$ cat src/rtl/blc_pkg.sv
// Shared types for the black-level clamp loop.
// Assumes nothing beyond IEEE 1800-2017 packages.
package blc_pkg;
    // Loop-gain regime of the clamp controller
    typedef enum logic {
        BLC_NORMAL = 1'b0,
        BLC_FAST   = 1'b1
    } blc_mode_e;
endpackage

$ cat src/rtl/blc_window.sv
// Window front end: applies the polarity, counts active clocks, sums the
// first pixels of the window and flags the line end and the wide-window state.
// Assumes the window pulse is already synchronous to clk.
module blc_window #(
    parameter int DW       = 12,
    parameter int AVG_LOG2 = 3,
    parameter int WIDE_LEN = 63,
    localparam int AW      = DW + AVG_LOG2
) (
    input  logic          clk,
    input  logic          rst_n,
    input  logic          win_i,
    input  logic          win_pol_i,
    input  logic [DW-1:0] pix_i,
    input  logic          avg_sel_i,
    input  logic          wide_en_i,
    output logic          act_o,
    output logic          line_end_o,
    output logic          wide_o,
    output logic          avg_rdy_o,
    output logic [AW-1:0] avg_o
);
    localparam int WW = $clog2(WIDE_LEN + 1);
    localparam int PW = AVG_LOG2 + 1;

    logic          act_q;
    logic [WW-1:0] wcnt_q;
    logic [PW-1:0] pcnt_q;
    logic [AW-1:0] sum_q;
    logic [PW-1:0] n_need;

    assign act_o      = win_pol_i ? win_i : ~win_i;
    assign n_need     = avg_sel_i ? PW'(1 << (AVG_LOG2 - 1)) : PW'(1 << AVG_LOG2);
    assign line_end_o = act_q & ~act_o;
    assign wide_o     = wide_en_i & (wcnt_q == WW'(WIDE_LEN));
    assign avg_rdy_o  = line_end_o & ~wide_o & (pcnt_q == n_need);
    assign avg_o      = avg_sel_i ? (sum_q >> (AVG_LOG2 - 1)) : (sum_q >> AVG_LOG2);

    // Track window phase, width and the running pixel sum of this window
    always_ff @(posedge clk) begin
        if (!rst_n) begin
            act_q  <= 1'b0;
            wcnt_q <= '0;
            pcnt_q <= '0;
            sum_q  <= '0;
        end else begin
            act_q <= act_o;
            if (act_o) begin
                if (wcnt_q != WW'(WIDE_LEN)) wcnt_q <= wcnt_q + WW'(1);
                if (pcnt_q < n_need) begin
                    sum_q  <= sum_q + AW'(pix_i);
                    pcnt_q <= pcnt_q + PW'(1);
                end
            end else begin
                wcnt_q <= '0;
                pcnt_q <= '0;
                sum_q  <= '0;
            end
        end
    end

    // a line end is a single-clock event
    a_r2_single_end: assert property (@(posedge clk) disable iff (!rst_n)
        line_end_o |=> !line_end_o);
    // never collects more pixels than the largest group
    a_r3_count_bound: assert property (@(posedge clk) disable iff (!rst_n)
        pcnt_q <= PW'(1 << AVG_LOG2));
    // wide state only inside an ongoing window
    a_r9_wide_in_window: assert property (@(posedge clk) disable iff (!rst_n)
        wide_o |-> act_q);
endmodule

$ cat src/rtl/blc_err.sv
// Error former: subtracts the averaged or single pixel from the target,
// clamps the result and flags a large unclamped magnitude.
// Assumes ERR_MAX and THRESH fit in the signed error width.
module blc_err #(
    parameter int DW      = 12,
    parameter int AW      = 15,
    parameter int ERR_MAX = 255,
    parameter int THRESH  = 32,
    localparam int EW     = AW + 1
) (
    input  logic                 clk,
    input  logic                 rst_n,
    input  logic [DW-1:0]        target_i,
    input  logic [DW-1:0]        pix_i,
    input  logic [AW-1:0]        avg_i,
    input  logic                 use_pix_i,
    output logic signed [EW-1:0] err_o,
    output logic                 big_o
);
    localparam logic signed [EW-1:0] ERR_P = EW'(ERR_MAX);
    localparam logic signed [EW-1:0] ERR_N = -ERR_P;
    localparam logic signed [EW-1:0] THR_P = EW'(THRESH);
    localparam logic signed [EW-1:0] THR_N = -THR_P;

    logic [AW-1:0]        src;
    logic signed [EW-1:0] raw;

    // Form the raw error, the clamp and the large-error flag
    always_comb begin
        src   = use_pix_i ? AW'(pix_i) : avg_i;
        raw   = $signed({1'b0, AW'(target_i)}) - $signed({1'b0, src});
        big_o = (raw > THR_P) || (raw < THR_N);
        if (raw > ERR_P)      err_o = ERR_P;
        else if (raw < ERR_N) err_o = ERR_N;
        else                  err_o = raw;
    end

    // the clamped error stays inside its bound
    a_r4_clamp_range: assert property (@(posedge clk) disable iff (!rst_n)
        (err_o <= ERR_P) && (err_o >= ERR_N));
endmodule

$ cat src/rtl/blc_acc.sv
// Correction accumulator: scales the clamped error by the normal or fast
// power-of-two gain and adds it with saturation.
// Assumes FRAC + FAST_BASE + 3 >= NORM_SHIFT so no step bits are lost early.
module blc_acc #(
    parameter int EW         = 16,
    parameter int ACC_W      = 22,
    parameter int FRAC       = 8,
    parameter int NORM_SHIFT = 8,
    parameter int FAST_BASE  = 2,
    parameter int FSEL_W     = 2
) (
    input  logic                    clk,
    input  logic                    rst_n,
    input  logic                    upd_i,
    input  logic signed [EW-1:0]    err_i,
    input  logic                    fast_i,
    input  logic [FSEL_W-1:0]       fast_sel_i,
    output logic signed [ACC_W-1:0] acc_o
);
    localparam int FS_MAX = FAST_BASE + (1 << FSEL_W) - 1;
    localparam int SW     = EW + FRAC + FS_MAX;
    localparam int SUMW   = ((SW > ACC_W) ? SW : ACC_W) + 1;
    localparam int UW     = SUMW - ACC_W + 1;
    localparam logic signed [ACC_W-1:0] ACC_MAX = {1'b0, {(ACC_W-1){1'b1}}};
    localparam logic signed [ACC_W-1:0] ACC_MIN = {1'b1, {(ACC_W-1){1'b0}}};

    logic signed [SW-1:0]   e_ext;
    logic signed [SW-1:0]   step;
    logic signed [SUMW-1:0] sum;
    logic [UW-1:0]          top;
    int unsigned            fs;

    // Scale the error and form the unsaturated next value
    always_comb begin
        fs    = fast_i ? (FAST_BASE + int'(fast_sel_i)) : 0;
        e_ext = {{(SW-EW){err_i[EW-1]}}, err_i};
        step  = (e_ext <<< (FRAC + fs)) >>> NORM_SHIFT;
        sum   = {{(SUMW-ACC_W){acc_o[ACC_W-1]}}, acc_o} + {{(SUMW-SW){step[SW-1]}}, step};
        top   = sum[SUMW-1:ACC_W-1];
    end

    // Register the accumulator, saturating at the signed range
    always_ff @(posedge clk) begin
        if (!rst_n) begin
            acc_o <= '0;
        end else if (upd_i) begin
            if (top == '0 || top == '1) acc_o <= sum[ACC_W-1:0];
            else                        acc_o <= sum[SUMW-1] ? ACC_MIN : ACC_MAX;
        end
    end

    // no update means the correction holds
    a_r5_hold_without_update: assert property (@(posedge clk) disable iff (!rst_n)
        !upd_i |=> $stable(acc_o));
endmodule

$ cat src/rtl/blc_fast_ctl.sv
// Fast-acquisition controller: entered on a gain change, left after the
// selected number of consecutive small-error lines.
// Assumes gain_chg_i is a synchronous strobe.
module blc_fast_ctl
    import blc_pkg::*;
#(
    parameter int HOLD_W = 2
) (
    input  logic              clk,
    input  logic              rst_n,
    input  logic              gain_chg_i,
    input  logic              line_end_i,
    input  logic              line_upd_i,
    input  logic              avg_line_i,
    input  logic              upd_i,
    input  logic              big_i,
    input  logic [HOLD_W-1:0] hold_sel_i,
    output logic              fast_o
);
    blc_mode_e         mode_q;
    logic [HOLD_W-1:0] cnt_q;
    logic              big_q;
    logic              line_big;

    assign line_big = avg_line_i ? big_i : big_q;
    assign fast_o   = (mode_q == BLC_FAST);

    // Advance the mode and the small-error line count
    always_ff @(posedge clk) begin
        if (!rst_n) begin
            mode_q <= BLC_NORMAL;
            cnt_q  <= '0;
            big_q  <= 1'b0;
        end else begin
            if (upd_i) big_q <= big_i;
            if (gain_chg_i) begin
                mode_q <= BLC_FAST;
                cnt_q  <= '0;
            end else if (line_end_i && line_upd_i && mode_q == BLC_FAST) begin
                if (line_big) begin
                    cnt_q <= '0;
                end else if (cnt_q == hold_sel_i) begin
                    mode_q <= BLC_NORMAL;
                    cnt_q  <= '0;
                end else begin
                    cnt_q <= cnt_q + HOLD_W'(1);
                end
            end
        end
    end

    // a gain change always yields fast mode
    a_r7_gain_forces_fast: assert property (@(posedge clk) disable iff (!rst_n)
        gain_chg_i |=> fast_o);
    // fast mode only ends at a line end
    a_r8_exit_at_line_end: assert property (@(posedge clk) disable iff (!rst_n)
        $fell(fast_o) |-> $past(line_end_i));
endmodule

$ cat src/rtl/blc_loop.sv
// Top of the black-level clamp loop: window front end, error former,
// fast-mode controller and correction accumulator.
// Assumes all inputs are synchronous to clk; corr_o is the integer part.
module blc_loop #(
    parameter int DW         = 12,
    parameter int AVG_LOG2   = 3,
    parameter int WIDE_LEN   = 63,
    parameter int ERR_MAX    = 255,
    parameter int THRESH     = 32,
    parameter int FRAC       = 8,
    parameter int NORM_SHIFT = 8,
    parameter int FAST_BASE  = 2,
    parameter int FSEL_W     = 2,
    parameter int HOLD_W     = 2,
    parameter int CW         = 14
) (
    input  logic                 clk,
    input  logic                 rst_n,
    input  logic                 win_i,
    input  logic                 win_pol_i,
    input  logic [DW-1:0]        pix_i,
    input  logic                 gain_chg_i,
    input  logic [DW-1:0]        target_i,
    input  logic                 avg_sel_i,
    input  logic [FSEL_W-1:0]    fast_sel_i,
    input  logic [HOLD_W-1:0]    hold_sel_i,
    input  logic                 wide_en_i,
    output logic signed [CW-1:0] corr_o,
    output logic                 fast_o,
    output logic                 wide_o
);
    localparam int AW    = DW + AVG_LOG2;
    localparam int EW    = AW + 1;
    localparam int ACC_W = CW + FRAC;

    logic                    act, line_end, avg_rdy, big, upd, line_upd;
    logic [AW-1:0]           avg;
    logic signed [EW-1:0]    err;
    logic signed [ACC_W-1:0] acc;

    assign upd      = avg_rdy | (act & wide_o);
    assign line_upd = avg_rdy | wide_o;
    assign corr_o   = acc[ACC_W-1:FRAC];

    blc_window #(.DW(DW), .AVG_LOG2(AVG_LOG2), .WIDE_LEN(WIDE_LEN)) u_win (
        .clk(clk), .rst_n(rst_n), .win_i(win_i), .win_pol_i(win_pol_i),
        .pix_i(pix_i), .avg_sel_i(avg_sel_i), .wide_en_i(wide_en_i),
        .act_o(act), .line_end_o(line_end), .wide_o(wide_o),
        .avg_rdy_o(avg_rdy), .avg_o(avg)
    );

    blc_err #(.DW(DW), .AW(AW), .ERR_MAX(ERR_MAX), .THRESH(THRESH)) u_err (
        .clk(clk), .rst_n(rst_n), .target_i(target_i), .pix_i(pix_i),
        .avg_i(avg), .use_pix_i(wide_o), .err_o(err), .big_o(big)
    );

    blc_fast_ctl #(.HOLD_W(HOLD_W)) u_fast (
        .clk(clk), .rst_n(rst_n), .gain_chg_i(gain_chg_i), .line_end_i(line_end),
        .line_upd_i(line_upd), .avg_line_i(avg_rdy), .upd_i(upd), .big_i(big),
        .hold_sel_i(hold_sel_i), .fast_o(fast_o)
    );

    blc_acc #(.EW(EW), .ACC_W(ACC_W), .FRAC(FRAC), .NORM_SHIFT(NORM_SHIFT),
              .FAST_BASE(FAST_BASE), .FSEL_W(FSEL_W)) u_acc (
        .clk(clk), .rst_n(rst_n), .upd_i(upd), .err_i(err), .fast_i(fast_o),
        .fast_sel_i(fast_sel_i), .acc_o(acc)
    );

    // wide state never appears while the feature is off
    a_r9_wide_needs_enable: assert property (@(posedge clk) disable iff (!rst_n)
        !wide_en_i |-> !wide_o);
    // the first edge after reset shows a cleared correction
    a_r1_reset_clears: assert property (@(posedge clk)
        !rst_n |=> (corr_o == '0) && !fast_o);
endmodule

$ cat config.mk
export PLATFORM = sky130hd
export DESIGN_NAME = blc_loop
export DESIGN_NICKNAME = d
export VERILOG_FILES = /design/src/rtl/blc_pkg.sv /design/src/rtl/blc_window.sv /design/src/rtl/blc_err.sv /design/src/rtl/blc_acc.sv /design/src/rtl/blc_fast_ctl.sv /design/src/rtl/blc_loop.sv
export SDC_FILE = /design/constraint.sdc
export NUM_CORES = 1
export LEC_CHECK = 0
export ABC_AREA = 1
export BUFFER_PORTS_ARGS = -buffer_cell sky130_fd_sc_hd__clkbuf_2
export CAP_MARGIN = 20
export CORE_MARGIN = 3
export CORE_UTILIZATION = 45
export CTS_CLUSTER_DIAMETER = 50
export DETAILED_ROUTE_END_ITERATION = 10
export PLACE_DENSITY = 0.66
export SETUP_SLACK_MARGIN = 0.1
export SLEW_MARGIN = 40
export SYNTH_ARGS = -nofsm -noshare
export SYNTH_HDL_FRONTEND = slang
export SYNTH_SLANG_ARGS = --single-unit
$ cat constraint.sdc
create_clock -name clk -period 11.6 [get_ports clk]
set_input_delay 1.16 -clock clk [delete_from_list [all_inputs] [get_ports clk]]
set_output_delay 1.16 -clock clk [all_outputs]
set_load 0.1 [all_outputs]
==> results of run 1 <==
[worst reg2reg max path, delay by kind of cell, from the launching register on]
| family | cells | cell delay [ns] |
|---|---|---|
| buffers and inverters | 6 | 0.70 |
| and+or+nand+nor | 18 | 2.78 |
| AOI/OAI and AO/OA | 6 | 1.09 |
| DFF | 1 | 0.37 |
| xor gates and xnor gates | 1 | 0.26 |
| adders and majority gates | 5 | 1.44 |
[power groups by stage]
stage          clock network, mW  registers [mW]  logic, mW
6_report                   0.156           0.193      0.265
5_1_grt                    0.167           0.194      0.304
4_1_cts                    0.161           0.193      0.263
3_5_place_dp                   0           0.197      0.261
3_3_place_gp                   0           0.197      0.262
2_1_floorplan                  0           0.196      0.210
[metal layers]
layer,vias to the layer above,part of all wire,global-route usage
li1,3146,-,-
met1,2589,0.52,0.312
met2,139,0.43,0.316
met3,18,0.045,0.0313
met4,0,0.014,0.0507
met5,-,0,0
[state kept, by name, indices dropped and copies added (netlist names)]
signal / flops
u_win.sum_q: 15
u_win.act_q: 1
u_win.wcnt_q: 6
u_win.pcnt_q: 4
u_fast.cnt_q: 2
u_fast.big_q: 1
u_acc.acc_o: 22
u_fast.fast_o: 1
[cells in the final DEF, fill, tap and decap left out, drive strengths merged]
| cell | netlist | routed |
|---|---|---|
| nand3 | 115 | 115 |
| xnor2 | 7 | 7 |
| a221oi | 1 | 1 |
| a31o | 1 | 1 |
| o21ai | 69 | 69 |
| fa | 3 | 3 |
| nor2 | 63 | 63 |
| dfxtp | 52 | 52 |
| a31oi | 7 | 7 |
| o211ai | 12 | 12 |
| and3 | 1 | 1 |
| buf | 23 | 2 |
| or2 | 5 | 5 |
| o21bai | 5 | 5 |
| nand2 | 246 | 246 |
| o211a | 1 | 1 |
| a21o | 3 | 3 |
| a21oi | 74 | 74 |
| xor2 | 31 | 31 |
| nand4 | 13 | 13 |
| nor3 | 3 | 3 |
| clkbuf | 19 | 55 |
| inv | 139 | 140 |
| a21boi | 3 | 3 |
| nor4 | 1 | 1 |
| o311ai | 1 | 1 |
| o21a | 2 | 2 |
| ha | 52 | 52 |
| clkinv | 0 | 2 |
| a211oi | 1 | 1 |
[cell type report]
type / instances / area (um^2) / share of cell area
Inverter: 139 / 522 / 0.0848
Multi-Input combinational cell: 720 / 3970 / 0.645
Clock buffer: 5 / 125 / 0.0203
Sequential cell: 52 / 1040 / 0.169
Tap cell: 168 / 210 / 0.0342
Clock inverter: 3 / 22.5 / 0.00366
Timing Repair Buffer: 52 / 265 / 0.0431
[cells by family (layout without fill, tap and decap cells)]
group,Yosys count,in the layout,synth area share
AND/OR/NAND/NOR,447,447,0.333
buffers and inverters,181,199,0.133
AO/OA/AOI/OAI,180,180,0.173
adder cells (fa/ha/maj),55,55,0.123
flip-flops,52,52,0.181
XOR/XNOR,38,38,0.0577
[stage by stage]
step | instances | instance area [um^2] | power [mW]
finish | 1139 | 6150 | 0.614
global route | 1139 | 6150 | 0.664
CTS | 1139 | 6150 | 0.616
detailed placement | 1131 | 6000 | 0.458
global placement | 1131 | 6000 | 0.459
floorplan | 953 | 5770 | 0.406
[Yosys cell counts, drive strengths merged (12+ instances only)]
cell,number
a21oi,74
buf,23
clkbuf,19
dfxtp,52
ha,52
inv,139
nand2,246
nand3,115
nand4,13
nor2,63
o211ai,12
o21ai,69
xor2,31
[worst paths after layout]
path                                start                            to  slack, ns  cells after the start
max reg2reg  u_win.wcnt_q[0]$_SDFFE_PN0P_  u_acc.acc_o[19]$_SDFFE_PN0P_       4.86                     36
min           u_win.sum_q[0]$_SDFFE_PN0N_   u_win.sum_q[0]$_SDFFE_PN0N_       0.47                      2
min reg2reg   u_win.sum_q[0]$_SDFFE_PN0N_   u_win.sum_q[0]$_SDFFE_PN0N_       0.47                      2
max                             avg_sel_i  u_acc.acc_o[19]$_SDFFE_PN0P_       4.59                     34
==> load_flow_metrics.sql, run 1 <==
INSERT INTO impl_metrics (metric_group, metric, value, unit) VALUES
('global_route', 'grt_pass1_vias', '5221', ''),
('yosys', 'netlist_area', '5770', 'um^2'),
('pwr', 'clock_network_fraction_of_total_power', '0.255', ''),
('yosys', 'synth_area_per_cell', '6.05', 'um^2'),
('placed_design', 'gpl.final_weighted_congestion', '0.902', ''),
('worst_setup_path', 'crit_slowest_cell', 'sky130_fd_sc_hd__nand2_1', ''),
('floorplanning', 'pin_count', '51', ''),
('cts', 'cts-root-to-sink-buffers', '2', ''),
('timing', 'worst_slew_pin_slew', '0.768', 'ns'),
('pwr', 'vdd_drop_max', '0.0787', 'mV'),
('timing', 'maximum_achievable_frequency', '143', 'MHz'),
('detailed_routing', 'wl', '14800', 'um'),
('worst_setup_path', 'worst_setup_path_start_kind', 'input pin', ''),
('cts', 'post_cts.repair.setup_buffers', '0', ''),
('timing', 'finalWorstSetupSlack', '4.59', 'ns'),
('pwr', 'comb_power_share', '0.431', ''),
('yosys', 'synthesis.instances', '953', ''),
('timing', 'timing.final.hold_violations', '0', ''),
('global_route', 'grt_start_max_net_pins', '33', ''),
('detailed_routing', 'drc_errors', '0', ''),
('worst_setup_path', 'worst_path_dominant_cell_family', 'simple AND/OR/NAND/NOR gates', ''),
('cts', 'cts.reportedPaths.clkPinSlew', '0.08', 'ns'),
('timing', 'min_period_over_period', '0.604', ''),
('timing', 'fin_hold_ws', '0.468', 'ns'),
('floorplanning', 'std_cell_rows', '40', ''),
('floorplanning', 'chipWidth', '119', 'um'),
('global_route', 'grt_overflow', '0', ''),
('worst_setup_path', 'most_used_cell_along_the_critical_path', 'sky130_fd_sc_hd__nand3_1', ''),
('detailed_routing', 'first_iter_violations', '529', ''),
('pwr', 'seqPwrFrac', '0.314', ''),
('timing', 'setup_total_negative_slack', '0', 'ns'),
('cts', 'cts_resized', '0', ''),
('yosys', 'synthFlopType', 'sky130_fd_sc_hd__dfxtp_1', ''),
('yosys', 'seq_area_frac_synth', '0.181', ''),
('placed_design', 'port_buffers', '50', ''),
('timing', 'maxSlewViolCount', '0', ''),
('timing', 'max-slew-margin-rel', '0.487', ''),
('cts', 'tritoncts_num_sinks', '52', ''),
('detailed_routing', 'wl_per_cell', '13.0', 'um'),
('placed_design', 'place.detailed.hpwl', '11600', 'um'),
('yosys', 'synth-seq-cells', '52', ''),
('worst_setup_path', 'criticalPathCategory', 'in -> reg', ''),
('floorplanning', 'die_area', '14200', 'um^2'),
('global_route', 'overall_global_routing_resource_usage', '0.210', ''),
('floorplanning', 'core', '12300', 'um^2'),
('pwr', 'p_leak', '3.27', 'nW'),
('placed_design', 'detailedPlace.worstSlack', '4.38', 'ns'),
('worst_setup_path', 'critical_path_arrival', '7.24', 'ns'),
('detailed_routing', 'vias', '5892', ''),
('final_layout', 'layout.nets', '1060', ''),
('yosys', 'ys_async_sr_fraction', '0', ''),
('worst_setup_path', 'critical_path.n_buffers_inverters', '7', ''),
('detailed_routing', 'detail-route-antenna-nets', '0', ''),
('job', 'drv.max_cap_violation_count', '0', ''),
('detailed_routing', 'drt_first_pass_iters', '5', ''),
('cts', 'clock_tree_from_tritoncts', 'yes', ''),
('outcome', 'run_status', 'finished, final reports clean', ''),
('final_layout', 'layout.core_utilization', '0.502', ''),
('yosys', 'yosys.area.top_type_share', '0.181', ''),
('pwr', 'power_switching_share', '0.420', ''),
('detailed_routing', 'post_drt_via_cell_ratio', '5.17', ''),
('final_layout', 'nFillCells', '1288', ''),
('yosys', 'synth_warnings', '0', ''),
('timing', 'rsz0062_at_grt', 'no', ''),
('final_layout', 'diodes', '0', ''),
('final_layout', 'synthToLayoutAreaGrowth', '6.68', '%'),
('worst_setup_path', 'cp_slowest_stage_delay', '0.57', 'ns'),
('pwr', 'reported_net_switching_power', '258', 'uW'),
('cts', 'cts.root.buffer_cell', 'sky130_fd_sc_hd__clkbuf_16', ''),
('worst_setup_path', 'cp.required', '11.84', 'ns'),
('pwr', 'cell_internal_pwr', '356', 'uW');
No activity file was read; power rests on OpenSTA's default activity.
==> run 2, diff against run 1 <==
Settings changed: PLACE_DENSITY 0.66 to 0.68.
Clock period 11.6 ns to 6.1 ns, I/O delays scaled along.
==> run 2 against run 1 <==
Effect of this change: routed wire length rose by 4.1%; clock skew fell by 0.0019 ns; total power grew 100%; hold slack got worse by 0.018 ns; die area stayed put; critical path depth up 2; largest power group unchanged; highest routed layer unchanged.
==> load_flow_metrics.sql, run 2 (same netlist as run 1, synthesis figures left out) <==
INSERT INTO impl_metrics (metric_group, metric, value, unit) VALUES
('worst_setup_path', 'worst_setup_path_start_kind', 'flip-flop', ''),
('min_path', 'min_path_type', 'reg -> reg', ''),
('worst_setup_path', 'r2r_slack', '0.49', 'ns'),
('pwr', 'seqPwrFrac', '0.299', ''),
('worst_setup_path', 'crit_slowest_cell', 'sky130_fd_sc_hd__ha_2', ''),
('worst_setup_path', 'worstSetupEndpoint', 'u_acc.acc_o[7]$_SDFFE_PN0P_', ''),
('timing', 'max-slew-margin-rel', '0.616', ''),
('min_path', 'min_path_cells', '1', ''),
('cts', 'cts.root.buffer_cell', 'sky130_fd_sc_hd__clkbuf_16', ''),
('final_layout', 'layout_top_registers', 'u_acc.acc_o (22), u_win.sum_q (15), u_win.wcnt_q (6)', ''),
('global_route', 'grt_overflow', '0', ''),
('worst_setup_path', 'cp_slowest_stage_delay', '0.42', 'ns'),
('detailed_routing', 'post_drt_via_cell_ratio', '5.19', ''),
('global_route', 'met1_usage', '0.305', ''),
('timing', 'maxSlewViolCount', '0', ''),
('global_route', 'grt_first_pass_wirelength', '25000', 'um'),
('global_route', 'busiest_layer', 'met2', ''),
('detailed_routing', 'first_iter_violations', '394', ''),
('worst_setup_path', 'cp.required', '6.34', 'ns'),
('worst_setup_path', 'criticalPathCategory', 'reg -> reg', ''),
('cts', 'clock_tree_from_tritoncts', 'yes', ''),
('detailed_routing', 'detail-route-antenna-nets', '0', ''),
('floorplanning', 'std_cell_rows', '40', ''),
('timing', 'rsz0062_at_grt', 'yes', ''),
('worst_setup_path', 'most_used_cell_along_the_critical_path', 'sky130_fd_sc_hd__nand2_1', ''),
('timing', 'report.final.setup_viol', '0', ''),
('timing', 'finalCriticalPeriod', '5.61', 'ns'),
('pwr', 'vdd_drop_max', '0.161', 'mV'),
('final_layout', 'top_register', 'u_acc.acc_o', ''),
('pwr', 'clock_network_fraction_of_total_power', '0.252', ''),
('floorplanning', 'pin_count', '51', ''),
('detailed_routing', 'vias', '6035', ''),
('worst_setup_path', 'critical_path.reg2reg.startpoint', 'u_win.wcnt_q[0]$_SDFFE_PN0P_', ''),
('timing', 'fin_worst_skew', '0.00627', 'ns'),
('cts', 'cts.reportedPaths.clkPinSlew', '0.08', 'ns'),
('final_layout', 'layout.nets', '1084', ''),
('floorplanning', 'die_area', '14200', 'um^2'),
('worst_setup_path', 'worst_setup_path_startpoint', 'u_win.wcnt_q[0]$_SDFFE_PN0P_', ''),
('detailed_routing', 'wl', '15400', 'um'),
('final_layout', 'layout.cells.most_common', 'sky130_fd_sc_hd__nand2_1', ''),
('timing', 'timing.final.hold_violations', '0', ''),
('worst_setup_path', 'timing.rr.end', 'u_acc.acc_o[7]$_SDFFE_PN0P_', ''),
('final_layout', 'layout.core_utilization', '0.536', ''),
('global_route', 'grt_pass1_vias', '5300', ''),
('pwr', 'p_leak', '3.38', 'nW'),
('worst_setup_path', 'critPathCaptureType', 'flip-flop', ''),
('timing', 'min_period_over_period', '0.920', ''),
('outcome', 'run_status', 'finished, final reports clean', ''),
('global_route', 'grt_util_met2', '0.333', ''),
('final_layout', 'diodes', '0', ''),
('final_layout', 'largest_register_ffs', '22', ''),
('job', 'drv.max_cap_violation_count', '0', ''),
('worst_setup_path', 'critical_path_arrival', '5.85', 'ns'),
('worst_setup_path', 'critical_path.max_fanout', '8', ''),
('global_route', 'grt_antenna_before_repair', '0', ''),
('pwr', 'finalPower', '1.23', 'mW'),
('floorplanning', 'chipWidth', '119', 'um'),
('final_layout', 'synthToLayoutAreaGrowth', '13.9', '%'),
('cts', 'clkLatencyLatePin', '0.31', 'ns'),
('cts', 'postCtsHoldBufs', '0', ''),
('floorplanning', 'fp.dieH', '119', 'um'),
('pwr', 'comb_power_share', '0.449', ''),
('detailed_routing', 'drt_first_pass_iters', '5', ''),
('cts', 'cts-buffers-inserted', '5', ''),
('final_layout', 'layout-drive-gt1-share', '0.144', ''),
('global_route', 'grt_util_met3', '0.0299', ''),
('global_route', 'grt_start_max_net_pins', '33', ''),
('pwr', 'power_switching_share', '0.420', ''),
('timing', 'worst_slew_pin_slew', '0.575', 'ns'),
('pwr', 'reported_net_switching_power', '515', 'uW'),
('final_layout', 'final_cell_mix', 'sky130_fd_sc_hd__nand2_1 (236), sky130_fd_sc_hd__inv_1 (134), sky130_fd_sc_hd__nand3_1 (111), sky130_fd_sc_hd__a21oi_1 (71)', ''),
('detailed_routing', 'drc_errors', '0', ''),
('placed_design', 'place.detailed.hpwl', '11700', 'um'),
('pwr', 'cell_internal_pwr', '711', 'uW'),
('placed_design', 'gpl.final_weighted_congestion', '0.894', ''),
('final_layout', 'nFillCells', '1256', ''),
('floorplanning', 'core', '12300', 'um^2'),
('placed_design', 'port_buffers', '50', ''),
('worst_setup_path', 'reg2regPathDepth', '36', ''),
('cts', 'cts-root-to-sink-buffers', '2', ''),
('cts', 'tritoncts_num_sinks', '52', ''),
('detailed_routing', 'wl_per_cell', '13.2', 'um'),
('pwr', 'power_per_cell_area', '187', 'nW/um^2'),
('timing', 'maximum_achievable_frequency', '178', 'MHz'),
('global_route', 'overall_global_routing_resource_usage', '0.210', ''),
('cts', 'h_tree_levels', '2', ''),
('floorplanning', 'floorplan.initialDensity', '0.470', '');
-- run 2: worst max-delay path, delay by kind of cell (launching register included) --
kind / cells / cell delay [ns]
AOI/OAI and AO/OA: 7 / 1.06
xor gates and xnor gates: 1 / 0.23
adders and majority gates: 4 / 1.32
buffers and inverters: 6 / 0.63
DFF: 1 / 0.35
and+or+nand+nor: 18 / 1.94
-- run 2: stage by stage --
| step | TNS (ns) | hold WS (ns) | cells | area [um^2] | setup slack, ns |
|---|---|---|---|---|---|
| after global routing | 0 | 0.483 | 1163 | 6570 | 0.0325 |
| after floorplan | 0 | 0.431 | 953 | 5770 | 0.173 |
| after CTS | 0 | 0.477 | 1151 | 6240 | 0.103 |
| after detailed placement | -0.429 | 0.455 | 1143 | 6090 | -0.0466 |
| after global placement | 0 | 0.458 | 1143 | 6090 | 0.136 |
| final | 0 | 0.449 | 1163 | 6570 | 0.491 |
-- run 2: worst min-delay path by stage --
| stage | startpoint | endpoint | slack (ns) |
|---|---|---|---|
| after global routing | u_win.wcnt_q[0]$_SDFFE_PN0P_ | u_win.wcnt_q[0]$_SDFFE_PN0P_ | 0.48 |
| after global placement | u_win.sum_q[0]$_SDFFE_PN0N_ | u_win.sum_q[0]$_SDFFE_PN0N_ | 0.46 |
| final | u_win.wcnt_q[0]$_SDFFE_PN0P_ | u_win.wcnt_q[0]$_SDFFE_PN0P_ | 0.45 |
| after floorplan | u_win.wcnt_q[5]$_SDFFE_PN0P_ | u_win.wcnt_q[5]$_SDFFE_PN0P_ | 0.43 |
| after detailed placement | u_win.wcnt_q[5]$_SDFFE_PN0P_ | u_win.wcnt_q[5]$_SDFFE_PN0P_ | 0.45 |
| after CTS | u_win.sum_q[0]$_SDFFE_PN0N_ | u_win.sum_q[0]$_SDFFE_PN0N_ | 0.48 |
-- run 2: repair_timing --
item,CTS,global route
pin swaps,0,17
endpoints found under the setup margin,21,22
gates resized for setup,2,62
gates cloned,0,4
buffers inserted,0,8
-- run 2: final cells by class --
class / instances / area, um^2 / share of cell area
flip-flops and latches: 52 / 1040 / 0.159
well taps: 168 / 210 / 0.0320
multi-input cells: 722 / 4190 / 0.638
inverters: 139 / 537 / 0.0817
clock inverters: 3 / 27.5 / 0.00419
repair buffers: 72 / 415 / 0.0633
repair inverters: 2 / 18.8 / 0.00286
clock buffers: 5 / 125 / 0.0191
-- run 2: metal layers --
metal / part of all wire / up-vias
met5: 0 / -
met4: 0.012 / 0
met3: 0.052 / 14
met2: 0.45 / 129
met1: 0.49 / 2695
li1: - / 3197
-- run 2: power groups by stage --
stage,Clock [mW],Combinational [mW],Sequential (mW)
2_1_floorplan,0,0.399,0.373
5_1_grt,0.331,0.627,0.369
6_report,0.309,0.551,0.367
3_5_place_dp,0,0.506,0.374
3_3_place_gp,0,0.507,0.374
4_1_cts,0.316,0.509,0.366
==> run 3, diff against run 2 <==
Settings changed: BUFFER_PORTS_ARGS -buffer_cell sky130_fd_sc_hd__clkbuf_2 to not set, CTS_BUF_LIST set to sky130_fd_sc_hd__clkbuf_4 sky130_fd_sc_hd__clkbuf_8, DONT_BUFFER_PORTS set to 1, PLACE_DENSITY 0.68 to 0.65.
==> run 3 against run 2 <==
Effect of this change: routed wire length grew 2.5%; core utilization grew 0.31 points; global-route usage about the same; critical endpoint unchanged; critical path type unchanged.
==> load_flow_metrics.sql, run 3 (same netlist as run 1, synthesis figures left out) <==
INSERT INTO impl_metrics (metric_group, metric, value, unit) VALUES
('cts', 'clock_tree_from_tritoncts', 'yes', ''),
('worst_setup_path', 'critical_path.max_fanout', '9', ''),
('cts', 'h_tree_levels', '2', ''),
('worst_setup_path', 'most_used_cell_along_the_critical_path', 'sky130_fd_sc_hd__nand2_1', ''),
('final_layout', 'diodes', '0', ''),
('worst_setup_path', 'critical_path_arrival', '5.85', 'ns'),
('worst_setup_path', 'critPathCaptureType', 'flip-flop', ''),
('floorplanning', 'fp.dieH', '119', 'um'),
('min_path', 'min_path_type', 'in -> reg', ''),
('placed_design', 'port_buffers', '0', ''),
('global_route', 'grt_first_pass_wirelength', '25100', 'um'),
('detailed_routing', 'wl', '15800', 'um'),
('cts', 'tritoncts_num_sinks', '52', ''),
('detailed_routing', 'drt_first_pass_iters', '5', ''),
('final_layout', 'layout.cells.most_common', 'sky130_fd_sc_hd__nand2_1', ''),
('cts', 'cts.reportedPaths.clkPinSlew', '0.11', 'ns'),
('timing', 'setup_total_negative_slack', '0', 'ns'),
('outcome', 'run_status', 'finished, final reports clean', ''),
('timing', 'timing.final.hold_violations', '0', ''),
('worst_setup_path', 'worst_setup_path_start_kind', 'flip-flop', ''),
('floorplanning', 'die_area', '14200', 'um^2'),
('timing', 'min_period_over_period', '0.915', ''),
('min_path', 'min_path_cells', '2', ''),
('timing', 'rsz0062_at_grt', 'no', ''),
('floorplanning', 'core', '12300', 'um^2'),
('detailed_routing', 'detail-route-antenna-nets', '0', ''),
('timing', 'report.final.setup_viol', '0', ''),
('pwr', 'vdd_drop_max', '0.135', 'mV'),
('timing', 'maximum_achievable_frequency', '179', 'MHz'),
('timing', 'max-slew-margin-rel', '0.539', ''),
('worst_setup_path', 'crit_slowest_cell', 'sky130_fd_sc_hd__ha_2', ''),
('worst_setup_path', 'reg2regPathDepth', '39', ''),
('final_layout', 'synthToLayoutAreaGrowth', '14.5', '%'),
('cts', 'cts-buffers-inserted', '5', ''),
('global_route', 'grt_overflow', '0', ''),
('global_route', 'overall_global_routing_resource_usage', '0.210', ''),
('final_layout', 'layout.core_utilization', '0.539', ''),
('detailed_routing', 'post_drt_via_cell_ratio', '5.30', ''),
('worst_setup_path', 'cp.required', '6.36', 'ns'),
('global_route', 'grt_start_max_net_pins', '33', ''),
('final_layout', 'layout-drive-gt1-share', '0.171', ''),
('detailed_routing', 'drc_errors', '0', ''),
('detailed_routing', 'wl_per_cell', '14.1', 'um'),
('worst_setup_path', 'cp_slowest_stage_delay', '0.42', 'ns'),
('final_layout', 'largest_register_ffs', '22', ''),
('detailed_routing', 'vias', '5942', ''),
('final_layout', 'layout_top_registers', 'u_acc.acc_o (22), u_win.sum_q (15), u_win.wcnt_q (6)', ''),
('final_layout', 'top_register', 'u_acc.acc_o', ''),
('detailed_routing', 'first_iter_violations', '437', ''),
('global_route', 'grt_antenna_before_repair', '0', ''),
('pwr', 'p_leak', '3.24', 'nW'),
('placed_design', 'gpl.final_weighted_congestion', '0.944', ''),
('final_layout', 'final_cell_mix', 'sky130_fd_sc_hd__nand2_1 (220), sky130_fd_sc_hd__inv_1 (134), sky130_fd_sc_hd__nand3_1 (106), sky130_fd_sc_hd__a21oi_1 (62), sky130_fd_sc_hd__o21ai_0 (54)', ''),
('pwr', 'power_per_cell_area', '177', 'nW/um^2'),
('floorplanning', 'chipWidth', '119', 'um'),
('final_layout', 'layout.nets', '1043', ''),
('timing', 'worst_slew_pin_slew', '0.691', 'ns'),
('floorplanning', 'std_cell_rows', '40', ''),
('cts', 'clkLatencyLatePin', '0.35', 'ns'),
('cts', 'cts.root.buffer_cell', 'sky130_fd_sc_hd__clkbuf_8', ''),
('worst_setup_path', 'criticalPathCategory', 'reg -> reg', ''),
('global_route', 'grt_pass1_vias', '5169', ''),
('placed_design', 'place.detailed.hpwl', '11800', 'um'),
('timing', 'finalCriticalPeriod', '5.58', 'ns'),
('floorplanning', 'floorplan.initialDensity', '0.470', ''),
('timing', 'maxSlewViolCount', '0', ''),
('floorplanning', 'pin_count', '51', ''),
('cts', 'cts-root-to-sink-buffers', '2', ''),
('job', 'drv.max_cap_violation_count', '0', ''),
('timing', 'fin_worst_skew', '0.0256', 'ns');
## run 3: changes by cell type in the layout (fill, tap and decap cells not counted), sizes merged
cell / before / now
nand3: 117 / 115
clkinv: 2 / 1
buf: 22 / 31
clkbuf: 55 / 7
inv: 140 / 141
## run 3: final timing paths
| check | start | to | slack [ns] |
|---|---|---|---|
| worst max-delay path | u_win.wcnt_q[0]$_SDFFE_PN0P_ | u_acc.acc_o[7]$_SDFFE_PN0P_ | 0.52 |
| worst min register to register | u_win.wcnt_q[0]$_SDFFE_PN0P_ | u_win.wcnt_q[0]$_SDFFE_PN0P_ | 0.47 |
| worst max register to register | u_win.wcnt_q[0]$_SDFFE_PN0P_ | u_acc.acc_o[7]$_SDFFE_PN0P_ | 0.52 |
| worst min-delay path | rst_n | u_acc.acc_o[19]$_SDFFE_PN0P_ | 0.40 |
## run 3: what timing repair did
item                                    CTS  global route
buffers inserted                          0            18
hold buffers                              0             0
gates resized for setup                   3           112
gates cloned                              0             5
endpoints found under the setup margin   21            22
pin swaps                                 0            34
## run 3: cell type report
type / instances / area (um^2)
Inverter: 139 / 532
Clock buffer: 5 / 68.8
Clock inverter: 3 / 27.5
Fill cell: 1203 / 5660
Tap cell: 168 / 210
Timing Repair inverter: 2 / 18.8
Multi-Input combinational cell: 720 / 4380
Timing Repair Buffer: 33 / 303
Sequential cell: 52 / 1060
## run 3: routing by layer
metal,GRT usage,vias up,share of wire
li1,-,3115,-
met4,0.0514,0,0.019
met1,0.304,2634,0.49
met2,0.322,172,0.43
met5,0,-,0
met3,0.0385,21,0.062
## run 3: power by group
part	internal [mW]	total, mW	switching (mW)
clock network	0.0848	0.226	0.141
logic	0.212	0.557	0.346
registers	0.354	0.384	0.0300
total	0.651	1.17	0.517
## run 3: through the flow
step	area (um^2)	total power, mW	setup WS [ns]	std cells	hold WS [ns]
4_1_cts	5960	1.09	0.0852	1099	0.380
3_5_place_dp	5860	0.862	-0.0254	1091	0.457
2_1_floorplan	5770	0.772	0.173	953	0.431
3_3_place_gp	5840	0.864	0.0660	1091	0.455
5_1_grt	6600	1.26	0.0495	1122	0.395
6_report	6600	1.17	0.516	1122	0.400
## run 3: critical path, delay by kind of cell, from the launching register on
family                   cells  cell delay (ns)
buffers and inverters        6             0.74
AND/OR/NAND/NOR             23             2.19
AO/OA/AOI/OAI                5             0.67
XOR/XNOR                     1             0.18
flip-flops                   1             0.38
adder cells (fa/ha/maj)      4             1.32
